[config.mk]
export PLATFORM = sky130hd
export DESIGN_NAME = mdu_hilo
export DESIGN_NICKNAME = d
export VERILOG_FILES = /design/src/rtl/mdu_pkg.sv /design/src/rtl/mdu_mul.sv /design/src/rtl/mdu_div.sv /design/src/rtl/mdu_hilo.sv
export SDC_FILE = /design/constraint.sdc
export NUM_CORES = 2
export LEC_CHECK = 0
export BUFFER_PORTS_ARGS = -buffer_cell sky130_fd_sc_hd__buf_4
export CAP_MARGIN = 20
export CORE_AREA = 5 5 311 313
export CTS_BUF_LIST = sky130_fd_sc_hd__clkbuf_16
export DETAILED_ROUTE_END_ITERATION = 10
export DIE_AREA = 0 0 316 318
export HOLD_SLACK_MARGIN = 0.06
export PLACE_DENSITY = 0.76
export SYNTH_ARGS = -nofsm -noshare
export SYNTH_HDL_FRONTEND = slang
export SYNTH_SLANG_ARGS = --single-unit
[constraint.sdc]
create_clock -name clk -period 3.21 [get_ports clk]
set_input_delay 0.1605 -clock clk [delete_from_list [all_inputs] [get_ports clk]]
set_output_delay 0.1605 -clock clk [all_outputs]
set_load 0.005 [all_outputs]
[src/rtl/mdu_pkg.sv]
package mdu_pkg;
    typedef enum logic [2:0] {
        OP_MUL  = 3'd0,
        OP_MULU = 3'd1,
        OP_DIV  = 3'd2,
        OP_DIVU = 3'd3,
        OP_MTHI = 3'd4,
        OP_MTLO = 3'd5,
        OP_RSV6 = 3'd6,
        OP_RSV7 = 3'd7
    } mdu_op_e;

    typedef enum logic [1:0] {
        ST_IDLE = 2'd0,
        ST_MUL  = 2'd1,
        ST_DIV  = 2'd2
    } mdu_state_e;
endpackage

[src/rtl/mdu_mul.sv]
module mdu_mul #(
    parameter int WIDTH  = 32,
    parameter int STAGES = 2
) (
    input  logic               clk,
    input  logic               rst_n,
    input  logic               in_valid,
    input  logic               flush,
    input  logic               is_signed,
    input  logic [WIDTH-1:0]   a,
    input  logic [WIDTH-1:0]   b,
    output logic               out_valid,
    output logic [2*WIDTH-1:0] out_prod
);
    localparam int PW = 2 * WIDTH;

    logic signed [WIDTH:0]  ext_a, ext_b;
    logic signed [PW+1:0]   wide;
    logic [PW-1:0]          pipe [STAGES];
    logic [STAGES-1:0]      vld;

    assign ext_a = $signed({is_signed & a[WIDTH-1], a});
    assign ext_b = $signed({is_signed & b[WIDTH-1], b});
    assign wide  = $signed((PW+2)'(ext_a)) * $signed((PW+2)'(ext_b));

    for (genvar i = 0; i < STAGES; i++) begin : g_stage
        if (i == 0) begin : g_first
            always_ff @(posedge clk) pipe[0] <= wide[PW-1:0];
            always_ff @(posedge clk or negedge rst_n) begin
                if (!rst_n) vld[0] <= 1'b0;
                else        vld[0] <= in_valid;
            end
        end else begin : g_next
            always_ff @(posedge clk) pipe[i] <= pipe[i-1];
            always_ff @(posedge clk or negedge rst_n) begin
                if (!rst_n)     vld[i] <= 1'b0;
                else if (flush) vld[i] <= 1'b0;
                else            vld[i] <= vld[i-1];
            end
        end
    end

    assign out_valid = vld[STAGES-1];
    assign out_prod  = pipe[STAGES-1];

    // a flush leaves at most the new entry in the pipe
    p_flush_single_r9: assert property (@(posedge clk) disable iff (!rst_n)
        flush |=> $countones(vld) <= 1);
endmodule

[src/rtl/mdu_div.sv]
module mdu_div #(
    parameter int WIDTH = 32
) (
    input  logic             clk,
    input  logic             rst_n,
    input  logic             kill,
    input  logic             load,
    input  logic [WIDTH-1:0] dividend,
    input  logic [WIDTH-1:0] divisor,
    output logic             done,
    output logic [WIDTH-1:0] quo,
    output logic [WIDTH-1:0] rem
);
    localparam int CW = $clog2(WIDTH + 1);

    logic [CW-1:0]    cnt;
    logic [WIDTH-1:0] dvs;
    logic [WIDTH:0]   shifted, trial;

    assign shifted = {rem, quo[WIDTH-1]};
    assign trial   = shifted - {1'b0, dvs};

    always_ff @(posedge clk or negedge rst_n) begin
        if (!rst_n) begin
            cnt  <= '0;
            done <= 1'b0;
            quo  <= '0;
            rem  <= '0;
            dvs  <= '0;
        end else if (kill) begin
            done <= 1'b0;
            cnt  <= load ? CW'(WIDTH) : '0;
            if (load) begin
                quo <= dividend;
                rem <= '0;
                dvs <= divisor;
            end
        end else if (cnt != '0) begin
            cnt  <= cnt - CW'(1);
            done <= (cnt == CW'(1));
            if (!trial[WIDTH]) begin
                rem <= trial[WIDTH-1:0];
                quo <= {quo[WIDTH-2:0], 1'b1};
            end else begin
                rem <= shifted[WIDTH-1:0];
                quo <= {quo[WIDTH-2:0], 1'b0};
            end
        end else begin
            done <= 1'b0;
        end
    end

    // one quotient bit per cycle, counter steps down by one
    p_div_step_r8: assert property (@(posedge clk) disable iff (!rst_n)
        (!kill && cnt != '0) |=> cnt == $past(cnt) - CW'(1));
    // the done pulse is followed by an idle divider
    p_done_idle_r8: assert property (@(posedge clk) disable iff (!rst_n)
        (done && !kill) |=> !done);
endmodule

[src/rtl/mdu_hilo.sv]
module mdu_hilo #(
    parameter int WIDTH      = 32,
    parameter int MUL_STAGES = 2
) (
    input  logic             clk,
    input  logic             rst_n,
    input  logic             start,
    input  logic [2:0]       op,
    input  logic [WIDTH-1:0] opa,
    input  logic [WIDTH-1:0] opb,
    output logic             busy,
    output logic [WIDTH-1:0] hi,
    output logic [WIDTH-1:0] lo
);
    import mdu_pkg::*;

    localparam logic [WIDTH-1:0] MOST_NEG = {1'b1, {(WIDTH-1){1'b0}}};
    localparam logic [WIDTH-1:0] ALL_ONES = '1;
    localparam logic [WIDTH-1:0] ONE      = WIDTH'(1);

    mdu_state_e       state, state_nx;
    mdu_op_e          opc;
    logic             accept, is_mul, is_div, sgn, div_zero, div_ovf, div_slow;
    logic             neg_q, neg_r;
    logic [WIDTH-1:0] mag_a, mag_b, quo, rem;
    logic [2*WIDTH-1:0] prod;
    logic             mul_valid, div_done;

    assign opc      = mdu_op_e'(op);
    assign accept   = start && (opc != OP_RSV6) && (opc != OP_RSV7);
    assign is_mul   = (opc == OP_MUL) || (opc == OP_MULU);
    assign is_div   = (opc == OP_DIV) || (opc == OP_DIVU);
    assign sgn      = (opc == OP_MUL) || (opc == OP_DIV);
    assign div_zero = (opb == '0);
    assign div_ovf  = (opc == OP_DIV) && (opa == MOST_NEG) && (opb == ALL_ONES);
    assign div_slow = is_div && !div_zero && !div_ovf;
    assign mag_a    = (sgn && opa[WIDTH-1]) ? -opa : opa;
    assign mag_b    = (sgn && opb[WIDTH-1]) ? -opb : opb;

    mdu_mul #(.WIDTH(WIDTH), .STAGES(MUL_STAGES)) u_mul (
        .clk(clk), .rst_n(rst_n), .in_valid(accept && is_mul), .flush(accept),
        .is_signed(sgn), .a(opa), .b(opb), .out_valid(mul_valid), .out_prod(prod)
    );

    mdu_div #(.WIDTH(WIDTH)) u_div (
        .clk(clk), .rst_n(rst_n), .kill(accept), .load(accept && div_slow),
        .dividend(mag_a), .divisor(mag_b), .done(div_done), .quo(quo), .rem(rem)
    );

    always_comb begin
        state_nx = state;
        if (accept) begin
            if (is_mul)        state_nx = ST_MUL;
            else if (div_slow) state_nx = ST_DIV;
            else               state_nx = ST_IDLE;
        end else begin
            unique case (state)
                ST_IDLE: state_nx = ST_IDLE;
                ST_MUL:  if (mul_valid) state_nx = ST_IDLE;
                ST_DIV:  if (div_done)  state_nx = ST_IDLE;
                default: state_nx = ST_IDLE;
            endcase
        end
    end

    always_ff @(posedge clk or negedge rst_n) begin
        if (!rst_n) state <= ST_IDLE;
        else        state <= state_nx;
    end

    always_comb busy = (state != ST_IDLE);

    always_ff @(posedge clk or negedge rst_n) begin
        if (!rst_n) begin
            hi    <= '0;
            lo    <= '0;
            neg_q <= 1'b0;
            neg_r <= 1'b0;
        end else if (accept) begin
            neg_q <= sgn && (opa[WIDTH-1] ^ opb[WIDTH-1]);
            neg_r <= sgn && opa[WIDTH-1];
            if (opc == OP_MTHI) hi <= opa;
            if (opc == OP_MTLO) lo <= opa;
            if (is_div && div_zero) begin
                hi <= opa;
                lo <= (sgn && opa[WIDTH-1]) ? ONE : ALL_ONES;
            end else if (div_ovf) begin
                hi <= '0;
                lo <= MOST_NEG;
            end
        end else if (state == ST_MUL && mul_valid) begin
            {hi, lo} <= prod;
        end else if (state == ST_DIV && div_done) begin
            lo <= neg_q ? -quo : quo;
            hi <= neg_r ? -rem : rem;
        end
    end

    // a zero divisor finishes at once with the dividend in HI
    p_zero_div_r5: assert property (@(posedge clk) disable iff (!rst_n)
        (start && (op == 3'd2 || op == 3'd3) && opb == '0) |=> (!busy && hi == $past(opa)));
    // signed overflow quotient
    p_ovf_quot_r6: assert property (@(posedge clk) disable iff (!rst_n)
        (start && op == 3'd2 && opa == MOST_NEG && opb == ALL_ONES) |=> (lo == MOST_NEG && hi == '0 && !busy));
    // move-to-HI leaves LO alone
    p_move_hi_r7: assert property (@(posedge clk) disable iff (!rst_n)
        (start && op == 3'd4) |=> (hi == $past(opa) && lo == $past(lo) && !busy));
    // reserved codes change nothing
    p_rsv_noop_r7: assert property (@(posedge clk) disable iff (!rst_n)
        (start && op[2:1] == 2'b11) |=> ($stable(hi) && $stable(lo) && $stable(busy)));
    // registers hold while an operation stays in flight
    p_hold_busy_r8: assert property (@(posedge clk) disable iff (!rst_n)
        (busy && !start) |=> (!busy || ($stable(hi) && $stable(lo))));
    // a multiply start raises busy
    p_mul_busy_r8: assert property (@(posedge clk) disable iff (!rst_n)
        (start && op[2:1] == 2'b00) |=> busy);
endmodule

---- Yosys cells after proc, flatten, opt, wreduce, memory -nomap -nowiden ----
Memory sizes are Yosys's and may differ from the RTL's.
Cells that the tools add are included.
word-level totals
  RAM bits ................................ 128
  memories ................................ 1
  bits in registers ....................... 173
  word-level logic and storage cells ...... 107
memories
  name        words  width  rd ports  clocked after Yosys merged registers in  wr ports  line           text
  u_mul.pipe  2      64     2         0                                        2         mdu_mul.sv:19  logic [PW-1:0] pipe [STAGES];
cells by class
  $add $sub $neg .......................... 6
  equality and inequality tests ........... 17
  $mul .................................... 1
  reduce and logical (&&, ||, !) cells .... 30
  mux-type cells .......................... 37
  bitwise operators ....................... 3
operators with widths
  kind                                              number
  2-to-1 mux 32 bit                                 24
  negator 32 bit                                    4
  == test 32 bit, second input constant             2
  multiplier 33 x 33 -> 64 bit                      1
  subtractor 33 x 32 -> 33 bit                      1
  zero test 32 bit                                  1
  2-to-1 mux 6 bit                                  3
  logical AND 1 bit                                 14
  2-to-1 mux 2 bit                                  5
  AND reduction 2 bit                               5
  != test 4 x 1 -> 1 bit, second input constant     2
  == test 3 x 2 -> 1 bit, second input constant     2
  == test 3 bit, second input constant              2
  == test 6 x 1 -> 1 bit, second input constant     1
  != test 3 x 2 -> 1 bit, second input constant     2
  != test 3 bit, second input constant              2
  nonzero test 6 bit                                1
  subtractor 6 x 1 -> 6 bit, second input constant  1
  2-to-1 mux 1 bit                                  4
  case mux 2 bit (2 select lines)                   1
  nonzero test 2 bit                                2
  == test 3 x 1 -> 1 bit, second input constant     1
  zero test 3 bit                                   1
  logical OR 1 bit                                  3
  other kinds (7)                                   9

---- Depth between registers and ports, before layout ----
  word-level depth ........................ 8
  mapped depth ............................ 33
  mapped depth without buffers ............ 30

---- By module ----
Synthesis repeated with hierarchy kept, for this count alone.
second synthesis, totals
  cell total of the unflattened synthesis .. 5915
  area, all modules ....................... 53775.3 µm²
modules (own cells, without submodules)
  module    instances  seq. area each (µm²)  cells an instance  area an instance (µm²)
  mdu_mul   1          2612.5                4358               40971.8
  mdu_hilo  1          1701.6                878                6510.0
  mdu_div   1          2577.5                679                6293.5

---- Least setup slack after synthesis ----
No wires, ideal clock.
  path type ............................... input to register
  start ................................... in op[2]
  end ..................................... mem u_mul.pipe[0][63] (netlist name)
  cell stages on the path ................. 29
  arrival ................................. 8.556 ns
  path slack .............................. -5.418 ns
  cells stage by stage .................... nor2_1 and2_1 clkbuf_1 clkbuf_1 buf_1 nand2_1 inv_1 fa_1 fa_1 fa_1 inv_1 fa_1 fa_1 fa_1 fa_1 inv_1 fa_1 ha_1 a21oi_1 o21bai_1 a21oi_1 o21ai_1 a221o_1 a31oi_1 nor3_1 o31a_1 or4_1 a311oi_1 xnor2_1
RTL lines
  item             line           text
  start, declared  mdu_hilo.sv:8  input logic [2:0] op,
  end, declared    mdu_mul.sv:19

==> run summary <==
number of fill cells in the layout = 6713
R2R Setup Slk = -0.38 ns
Buffers & Inverters on Critical Path = 6
CP top delay family = adder cells
DR vias/cell = 5.75
CTS tree = built
Post-DRT Antenna Nets = 0
Final min period = 7.30 ns
cell row count = 113
Worst R2R Start = u_div.quo[31]
DR vias = 44900
area share of the largest cell type after synthesis = 42.8%
min-delay src = opa[14]
Yosys cell types = 70
Die Ht = 318 um
H-tree Lvls = 1
Crit Path Class = in -> reg
total track usage = 34.7%
die area = 100000 um^2
Placed Instance Area = 60300 um^2
WHS Endpoint = hi[14]
Worst Tran Pin Value = 0.743 ns
Rel. slew slack = 50.5%
Max stage delay on crit path = 0.63 ns
I/O pins = 135
failing checks = negative setup slack
post-synthesis cell area = 52700 um^2
CTS Sinks = 301
Non-Filler Instances = 7806
Avg WL per Cell = 22.7 um
Max Cap Viol = 0
RD Place Congestion = 0.969
initial antenna violation count = 4
worst setup margin = -4.09 ns
count leader, synth = inv_1
synth warn = 0
Mapped Avg Cell Area = 8.94 um^2
fraction of layout cells with a size suffix above 1 = 21.4%
largest net degree at the start of global routing = 99
core box area = 94000 um^2
Clk Tree Root Cell = clkbuf_16
synth cell count leaders = inv_1 (1204), fa_1 (1126), nand2_1 (953), and2_1 (291), clkbuf_1 (271)
dpl cells = 7629
number of CTS-inserted buffers = 29
final wirelength = 178000 um
vias in the first global route = 47500
post-synthesis cell type with the largest combined area = fa_1
top cells by area, synth = fa_1 (43%), inv_1 (8.6%), dfrtp_1 (8.2%)
Synth Instances = 5896
Clock Path Buffers = 3
critical path's most frequent cell = fa_1
setup violators final = 92
reg-to-reg endpoint = u_div.rem[6]
Hold Fails Final Rpt = 0
Seq/Total Area, Yosys = 13.1%
WHS Path Cells = 3
WP data arrival = 7.80 ns
CP max FO = 5
grt total ovfl = 0
period utilization = 228%
drt initial violations = 4574
worst reg2reg path depth = 18
Initial Util = 56.0%
I/O Buffers = 134
Clk pin slew, worst setup/hold paths = 0.07 ns
asr flop ratio synth = 57.5%
multi-input logic area = 42100 um^2
Worst Path Required = 3.70 ns
crit path capture type = flip-flop
status = finished, violations left
P&R area growth vs syn = 23.1%
drt pass-1 iters = 6
Max Clock Skew = 0.0161 ns
number of synthesized flops with an enable pin = 0
DRC viols = 0
RSZ-0062 raised after global routing = true
max-slew violation count = 0
nets = 7961
Synth Flop Type = dfrtp_1
design area = 64800 um^2
clk_lat worst skew = 0.57 ns
slowest CP cell = fa_2
worst hold path type = in -> reg
Die Wd = 316 um
register area = 6890 um^2
Final HPWL DP = 135000 um
Worst Setup Start Kind = primary input
Max Fclk = 137 MHz
global-route wire length before repair = 271000 um
syn_nets = 7344
post-synthesis register bit count = 301
## tightest hold or removal path: cells and delay by family
family,cells,cell delay (ns)
compound gates,2,0.27
buf+inv,1,0.17
## stage by stage
step / hold WS [ns] / utilization [%] / setup TNS [ns] / setup slack, ns
floorplan: -0.135 / - / -174.95 / -4.58
global placement: 0.135 / 64.2 / -219.90 / -4.65
detailed placement: 0.135 / 64.2 / -229.26 / -4.79
CTS: 0.0624 / 67.9 / -178.40 / -3.97
global route: 0.0796 / 68.9 / -200.06 / -4.24
finish: 0.0818 / 69.0 / -187.69 / -4.09
## cell families after synthesis
logic type | Yosys count | synth area share (%)
mux | 30 | 0.577
simple gates | 1708 | 14.7
buf+inv | 1571 | 11.3
flops | 301 | 13.1
xor+xnor | 218 | 3.64
fa+ha+maj | 1378 | 48.8
compound gates | 690 | 7.92
## state kept, by name, summed over array words and instances, names as in the netlist
name / flops
u_mul.pipe: 128
hi: 32
u_div.rem: 32
lo: 32
u_div.done: 1
u_div.cnt: 6
neg_r: 1
neg_q: 1
u_div.dvs: 32
state: 2
u_mul.out_valid: 1
u_div.quo: 32
u_mul.vld: 1
## worst max-delay path by stage
stage / start / to / slack (ns) / cells after the start
floorplan: opa[31] / u_mul.pipe[0][63] / -4.58 / 29
global placement: op[2] / u_mul.pipe[0][63] / -4.65 / 26
detailed placement: op[2] / u_mul.pipe[0][63] / -4.79 / 26
CTS: op[0] / u_mul.pipe[0][63] / -3.97 / 28
global route: op[0] / u_mul.pipe[0][63] / -4.24 / 29
finish: op[2] / u_mul.pipe[0][63] / -4.09 / 28
## metal layers
layer | global-route usage, % | up-vias | share of wire (%)
met3 | 8.37 | 717 | 12
met4 | 16.1 | 2 | 6.7
met1 | 46.2 | 22400 | 36
met5 | 0 | - | 0.0073
li1 | - | 18900 | -
met2 | 54.2 | 2827 | 45
## layout make-up
type	instances	area share, %
clock inverter	22	0.261
sequential	301	10.6
inverter	1204	7.00
tap	1265	2.44
antenna	6	0.0232
timing repair buffer	953	13.5
clock buffer	31	1.20
multi-input combinational	4024	65.0
## placed cells by master (no fill, tap or decap), drive strengths merged, types with 11 or more instances in the layout
cell | synthesis | layout
mux2i | 27 | 27
a21oi | 235 | 235
or3 | 20 | 20
nor2b | 14 | 14
o21a | 11 | 11
nor4 | 18 | 18
nand2 | 955 | 955
inv | 1204 | 1211
dfrtp | 173 | 173
clkbuf | 271 | 32
ha | 252 | 252
nand3 | 38 | 38
o31ai | 29 | 29
o21ai | 201 | 201
dfxtp | 128 | 128
or4 | 16 | 16
a21o | 47 | 47
xor2 | 115 | 115
and2 | 291 | 291
fa | 1126 | 1126
o41ai | 16 | 16
o21bai | 18 | 18
nand4 | 19 | 19
a31oi | 15 | 15
xnor2 | 103 | 103
nand2b | 23 | 23
and3 | 35 | 35
a211oi | 66 | 66
buf | 96 | 944
nor2 | 235 | 235
nor3 | 21 | 21
## repair_timing
action                                 CTS  global route
pin swaps                              257           175
hold buffers                             5             0
cloned                                   5             1
endpoints found under the hold margin   78             0
buffers inserted                        81            48
resized for setup                      424           181
setup endpoints to repair               97           104
Power is left out: the tool's default activity adds up to more than one toggle a clock period on the data nets, which glitch-free logic cannot reach.
